<file path="config.mk">
export PLATFORM = sky130hd
export DESIGN_NAME = port_chg_detect
export DESIGN_NICKNAME = d
export VERILOG_FILES = /design/src/rtl/port_chg_pkg.sv /design/src/rtl/port_chg_datapath.sv /design/src/rtl/port_chg_ctrl.sv /design/src/rtl/port_chg_detect.sv
export SDC_FILE = /design/constraint.sdc
export NUM_CORES = 1
export LEC_CHECK = 0
export BUFFER_PORTS_ARGS = -buffer_cell sky130_fd_sc_hd__buf_4
export CAP_MARGIN = 20
export CORE_AREA = 2 2 39 41
export DETAILED_ROUTE_END_ITERATION = 10
export DIE_AREA = 0 0 41 43
export PLACE_DENSITY = 0.55
export REMOVE_ABC_BUFFERS = 1
export SLEW_MARGIN = 20
export SYNTH_ARGS = -nofsm -noshare
export SYNTH_HDL_FRONTEND = slang
export SYNTH_SLANG_ARGS = --single-unit
</file>
<file path="constraint.sdc">
create_clock -name clk -period 2.3 [get_ports clk]
set_clock_uncertainty 0.15 [all_clocks]
set_input_delay 0.46 -clock clk [delete_from_list [all_inputs] [get_ports clk]]
set_output_delay 0.46 -clock clk [all_outputs]
set_load 0.02 [all_outputs]
</file>
<file path="src/rtl/port_chg_pkg.sv">
package port_chg_pkg;

  // Strobes from control to datapath
  typedef struct packed {
    logic capture;   // load the reference from the pins
  } chgCtl_t;

endpackage

</file>
<file path="src/rtl/port_chg_datapath.sv">
module port_chg_datapath
  import port_chg_pkg::*;
#(
  parameter int CHG_W = 4
) (
  input  logic             clk,
  input  logic             rstN,
  input  chgCtl_t          ctl,
  input  logic [CHG_W-1:0] watchLevel,
  input  logic [CHG_W-1:0] watchDir,
  input  logic [CHG_W-1:0] watchEn,
  output logic             anyMismatch
);

  logic [CHG_W-1:0] refSnap;
  logic [CHG_W-1:0] laneHit;

  // Reference copy, refreshed only on capture strobes
  always_ff @(posedge clk) begin
    if (ctl.capture) refSnap <= watchLevel;
  end

  // One comparison lane per watched pin
  for (genvar g = 0; g < CHG_W; g++) begin : gLane
    always_comb begin
      laneHit[g] = watchEn[g] & watchDir[g] & (watchLevel[g] ^ refSnap[g]);
    end
  end

  assign anyMismatch = |laneHit;

  AST_OUTPUT_EXCLUDED: assert property (@(posedge clk) disable iff (!rstN)
    (watchDir == '0) |-> !anyMismatch);

  AST_CAPTURE_LOADS: assert property (@(posedge clk) disable iff (!rstN)
    (ctl.capture && $stable(watchLevel)) |=> (watchLevel == refSnap));

endmodule

</file>
<file path="src/rtl/port_chg_ctrl.sv">
module port_chg_ctrl
  import port_chg_pkg::*;
(
  input  logic    clk,
  input  logic    rstN,
  input  logic    portRead,
  input  logic    portWrite,
  input  logic    flagClear,
  input  logic    intEnable,
  input  logic    anyMismatch,
  output chgCtl_t ctl,
  output logic    chgFlag,
  output logic    irqReq,
  output logic    wakeReq
);

  // Reference follows pins during reset and on every port access
  always_comb begin
    ctl.capture = !rstN | portRead | portWrite;
  end

  // Sticky flag: set has priority over clear
  always_ff @(posedge clk) begin
    if (!rstN)            chgFlag <= 1'b0;
    else if (anyMismatch) chgFlag <= 1'b1;
    else if (flagClear)   chgFlag <= 1'b0;
  end

  assign irqReq  = intEnable & chgFlag;
  assign wakeReq = intEnable & (chgFlag | anyMismatch);

  AST_FLAG_SET_NEXT: assert property (@(posedge clk) disable iff (!rstN)
    anyMismatch |=> chgFlag);

  AST_FLAG_STICKY: assert property (@(posedge clk) disable iff (!rstN)
    (chgFlag && !flagClear) |=> chgFlag);

  AST_SET_BEATS_CLEAR: assert property (@(posedge clk) disable iff (!rstN)
    (anyMismatch && flagClear) |=> chgFlag);

  AST_CLEAR_TAKES: assert property (@(posedge clk) disable iff (!rstN)
    (flagClear && !anyMismatch) |=> !chgFlag);

endmodule

</file>
<file path="src/rtl/port_chg_detect.sv">
module port_chg_detect
  import port_chg_pkg::*;
#(
  parameter int PORT_W = 8,
  parameter int CHG_LO = 4,
  localparam int CHG_W = PORT_W - CHG_LO
) (
  input  logic              clk,
  input  logic              rstN,
  input  logic [PORT_W-1:0] pinLevel,
  input  logic [PORT_W-1:0] dirIn,
  input  logic [CHG_W-1:0]  chgEnable,
  input  logic              intEnable,
  input  logic              portRead,
  input  logic              portWrite,
  input  logic              flagClear,
  output logic              chgFlag,
  output logic              irqReq,
  output logic              wakeReq
);

  chgCtl_t ctl;
  logic    anyMismatch;

  port_chg_datapath #(.CHG_W(CHG_W)) u_dp (
    .clk        (clk),
    .rstN       (rstN),
    .ctl        (ctl),
    .watchLevel (pinLevel[PORT_W-1:CHG_LO]),
    .watchDir   (dirIn[PORT_W-1:CHG_LO]),
    .watchEn    (chgEnable),
    .anyMismatch(anyMismatch)
  );

  port_chg_ctrl u_ctrl (
    .clk        (clk),
    .rstN       (rstN),
    .portRead   (portRead),
    .portWrite  (portWrite),
    .flagClear  (flagClear),
    .intEnable  (intEnable),
    .anyMismatch(anyMismatch),
    .ctl        (ctl),
    .chgFlag    (chgFlag),
    .irqReq     (irqReq),
    .wakeReq    (wakeReq)
  );

  AST_WAKE_COVERS_IRQ: assert property (@(posedge clk) disable iff (!rstN)
    irqReq |-> wakeReq);

  AST_GATE_OFF: assert property (@(posedge clk) disable iff (!rstN)
    !intEnable |-> (!irqReq && !wakeReq));

endmodule

</file>
; ---- Word-level counts from Yosys, hierarchy flattened
; Cells that the tools add are included.
[op_classes]
reduce_logical = 3
mux = 2
n_bitwise = 17
[op_table]
columns = operator, n
row1 = $and 1x1->1, 10
row2 = $reduce_or 4->1, 1
row3 = $xor 1x1->1, 4
row4 = $or 1x1->1, 3
row5 = $mux 1, 2
row6 = $reduce_bool 2->1, 1
row7 = $logic_not 1->1, 1
[word_totals]
word_cells = 24
ff_bits = 5
input_bits = 26

; ---- Depth between registers and ports, before layout
[logic_depth]
word_depth = 5
depth_mapped = 3
depth_no_buf = 3

; ---- Modules after synthesis
; Synthesis repeated with hierarchy kept, for this count alone.
[unflattened]
hier_cells = 19
hier_area_um2 = 237.7
[by_module_without_submodules]
columns = mod, area_per_inst_um2, instances, cells_per_inst
row1 = port_chg_datapath, 181.4, 1, 13
row2 = port_chg_ctrl, 56.3, 1, 6

; ---- Worst setup path before layout
; Ideal clock, no wire load.
[synth_path]
path_kind = input to output
startpoint = input pinLevel[6]
endpoint = output wakeReq
t_arrival_ns = 1.138
setup_slack_ns = 0.552
path_buffers = 0
path_stages = 3
required_time_ns = 1.690
cell_sequence = xor2_1 > a32oi_1 > a31oi_1
[synth_between]
elab_chain_len = 5
[synth_lines]
columns = element, line
row1 = "start, declared", port_chg_detect.sv:10  ; input logic [PORT_W-1:0] pinLevel,
row2 = $xor 1x1->1, port_chg_datapath.sv:26  ; laneHit[g] = watchEn[g] & watchDir[g] & (watchLevel[g] ^ refSnap[g]);
row3 = $and 1x1->1, port_chg_datapath.sv:26
row4 = $reduce_or 4->1, port_chg_datapath.sv:30  ; assign anyMismatch = |laneHit;
row5 = $or 1x1->1, port_chg_ctrl.sv:30  ; assign wakeReq = intEnable & (chgFlag | anyMismatch);
row6 = $and 1x1->1, port_chg_ctrl.sv:30
row7 = "end, declared", port_chg_detect.sv:19  ; output logic wakeReq
; No other way between the ends.

; ---- Worst setup path in the final report
[layout_path]
startpoint = register u_dp.refSnap[3]
endpoint = output wakeReq
[layout_between]
elab_chain_len = 5
[layout_lines]
columns = element, line
row1 = "start, declared", port_chg_datapath.sv:15  ; logic [CHG_W-1:0] refSnap;
row2 = "start signal, assigned", port_chg_datapath.sv:20  ; if (ctl.capture) refSnap <= watchLevel;
row3 = $xor 1x1->1, port_chg_datapath.sv:26
row4 = $and 1x1->1, port_chg_datapath.sv:26
row5 = $reduce_or 4->1, port_chg_datapath.sv:30
row6 = $or 1x1->1, port_chg_ctrl.sv:30
row7 = $and 1x1->1, port_chg_ctrl.sv:30
; No other way between the ends.

==> run summary <==
Outcome
- finished clean — outcome

Worst hold path
- pinLevel[7] — hold_sp
- input port to flip-flop — worst min-delay path category

CTS
- 0 — Post CTS Setup Buffer Count
- 5 — clk sink count
- clkbuf_4 — CTS Root Buffer Type
- 1 — Clock H-tree levels
- 0.25 ns — source-to-sink clock delay at the later pin of the worst-skew pair
- 3 — number of buffers inserted during clock tree synthesis
- 0 — Resized Gates After CTS
- done — clock tree from TritonCTS
- 2 — largest buffer count on any clock path
- 0.05 ns — clock slew at the register clock pins of the worst setup and hold paths
- 0 — cts hold-fix bufs

Critical path
- 3 — length in cells of the worst reg-to-reg path
- 1.69 ns — CP Data Required Time
- flip-flops — kind of cell adding the most delay to the critical path
- u_dp.refSnap[3] — beginning of the critical path
- edfxtp_1 — slowest library cell on the worst path
- wakeReq — CP endpoint
- 4 — Crit. path cell count
- xor2_1 -> a32oi_1 -> a31oi_1 -> buf_4 — crit-path cells
- u_ctrl.chgFlag — end of the worst register-to-register path
- flip-flop to output port — critical path start-end classification
- 1.11 ns — r2r setup slk
- 1.33 ns — Worst Path Arrival
- flip-flop — critical path startpoint category
- 0.38 ns — CP peak stage delay
- 1 — CP bufs+invs
- 2 — worst-path fanout max
- output port — type of destination of the critical path
- u_dp.refSnap[3] — launch point of the worst reg-to-reg path

Route
- 0 — DRC violation count after routing
- 2 — DRC marker count from the first detailed-route iteration
- 8.59 um — average routed wire per standard cell
- 4.00 — number of vias per cell
- 244 — via total after detailed routing
- 2 — number of search-and-repair iterations in the first detailed-routing pass
- 524 um — Routed Wire Length
- 0 — antenna viol nets, final

Synth
- edfxtp_1 (49%), xor2_1 (14%), dfxtp_1 (8.2%) — main area contributors after synthesis
- 57.1% — sequential share of the synthesized area
- edfxtp_1 — largest area contributor in the synthesized netlist
- 245 um2 — netlist area before placement
- 11.7 um2 — mean cell area of the mapped netlist
- 0 — count of warnings emitted by yosys
- 21 — Cells after Synth
- 10 — synth unique cells
- 5 — flop and latch count out of synthesis
- 49.0% — Yosys top cell area share

Power
- 609 mW/mm2 — Power Dens Cells
- 41.1% — proportion of power drawn by flip-flops and latches
- 261 uV — peak supply drop
- 20.9% — Gate power share
- 0.204 mW — Internal Dissipation
- 0.0661 mW — total net switching power
- 0.209 nW — Lkg Pwr
- 38.0% — clock share of power
- 24.5% — fraction of power spent switching nets

Die
- 0.00138 mm2 — Core ar.
- 17.7% — Initial Utilization
- 29 — boundary pin count
- 43 um — Vert. Die Dim
- 14 — Std-Cell Rows
- 0.00176 mm2 — Die Outline Area
- 41 um — die width

STA
- false — RSZ-0062 raised after global routing
- 516 MHz — achievable clock frequency
- 0 ns — setup_tns
- 84.2% — max-slew headroom at the worst pin
- 1.94 ns — fin crit period
- 0.237 ns — slew at the pin with the worst max-slew slack
- 0 — Hold Vio Cnt, Final
- 0 — Final Slew Violations
- 84.2% — part of the cycle the worst path needs
- 0 — final setup vio count

Job
- 0 — max_cap viols

GRT
- 0 — grt ovf
- 793 um — first-pass GRT wire length
- 5 — pin count of the biggest net entering global routing
- 225 — vias in the first global route
- 7.50% — aggregate global-route resource usage
- 0 — antenna violations before repair

Cells and area
- 443 um2 — post-layout instance area
- 72 — nets@finish
- 80.6% — layout-stage area growth over the synthesis result
- 53.3% — fraction of final layout cells with drive strength greater than 1
- 0 — count of antenna diodes in the layout
- 153 — FILL cells

Placement
- 442 um — Detailed Place HPWL
- 415 um2 — placed cell area
- 0.634 — routability congestion estimate
- 20 — number of input and output port buffers inserted

-- cells in the mapped netlist --
cell      count
a31oi_1       2
nand2b_1      1
a32oi_1       2
and2_0        2
or3_1         1
xor2_1        4
dfxtp_1       1
edfxtp_1      4
nor2_1        1
inv_1         3
-- routing by layer --
layer	vias up	GRT usage (%)	share of wire, %
met5	-	0	0
li1	123	-	-
met4	0	8.00	1.5
met1	104	7.28	39
met2	15	9.69	46
met3	2	4.71	14
-- worst register-to-register path: stages, from the launching register on --
cell	delay [ns]
edfxtp_1	0.38
xor2_1	0.17
a32oi_1	0.25
a31oi_1	0.12
-- sequential cells by signal (all words and copies together) (netlist names) --
signal	flops
u_dp.refSnap	4
u_ctrl.chgFlag	1
-- how the worst min path moves through the flow --
| stage | to | cells past startpoint |
|---|---|---|
| after global placement | u_ctrl.chgFlag | 2 |
| after global routing | u_dp.refSnap[3] | 1 |
| after CTS | u_dp.refSnap[3] | 1 |
| final | u_dp.refSnap[3] | 1 |
| after detailed placement | u_ctrl.chgFlag | 2 |
| after floorplan | u_dp.refSnap[0] | 0 |
-- final cells by class --
| type | instances | area, um2 | share of cell area [%] |
|---|---|---|---|
| Sequential cell | 5 | 140 | 31.6 |
| Tap cell | 16 | 20.0 | 4.52 |
| Inverter | 3 | 11.3 | 2.54 |
| Clock buffer | 3 | 22.5 | 5.08 |
| Multi-Input combinational cell | 13 | 93.8 | 21.2 |
| Clock inverter | 1 | 5.00 | 1.13 |
| Timing Repair Buffer | 20 | 150 | 33.9 |
-- power by group through the flow --
stage / Combinational, mW / Sequential (mW) / Clock (mW)
floorplan: 0.0210 / 0.114 / 0
global route: 0.0616 / 0.112 / 0.114
detailed placement: 0.0574 / 0.113 / 0
finish: 0.0565 / 0.111 / 0.102
CTS: 0.0577 / 0.111 / 0.107
global placement: 0.0573 / 0.112 / 0
-- placed cells by master (no fill, tap or decap) --
cell type and n:
inv_1 3, clkinv_2 1, clkbuf_4 3, or3_1 1, nand2b_1 1, nor2_1 1
and2_0 2, buf_4 20, xor2_1 4, edfxtp_1 4, a31oi_1 2, dfxtp_1 1
a32oi_1 2
-- metrics by stage --
| stage | power [mW] | util [%] | hold slack, ns | std cells | setup slack (ns) |
|---|---|---|---|---|---|
| finish | 0.270 | 32.0 | 0.253 | 61 | 0.364 |
| floorplan | 0.135 | - | 0.409 | 21 | 0.552 |
| detailed placement | 0.170 | 30.0 | 0.356 | 57 | 0.436 |
| global placement | 0.170 | 30.0 | 0.345 | 57 | 0.435 |
| CTS | 0.276 | 32.0 | 0.245 | 61 | 0.333 |
| global route | 0.287 | 32.0 | 0.239 | 61 | 0.282 |
-- kinds of logic after synthesis --
family / after synthesis / synth area share [%]
AOI/OAI and AO/OA: 4 / 12.2
DFF: 5 / 57.1
and+or+nand+nor: 5 / 11.7
xor gates and xnor gates: 4 / 14.3
buffers and inverters: 3 / 4.59
(Power assumes the default switching activity.)
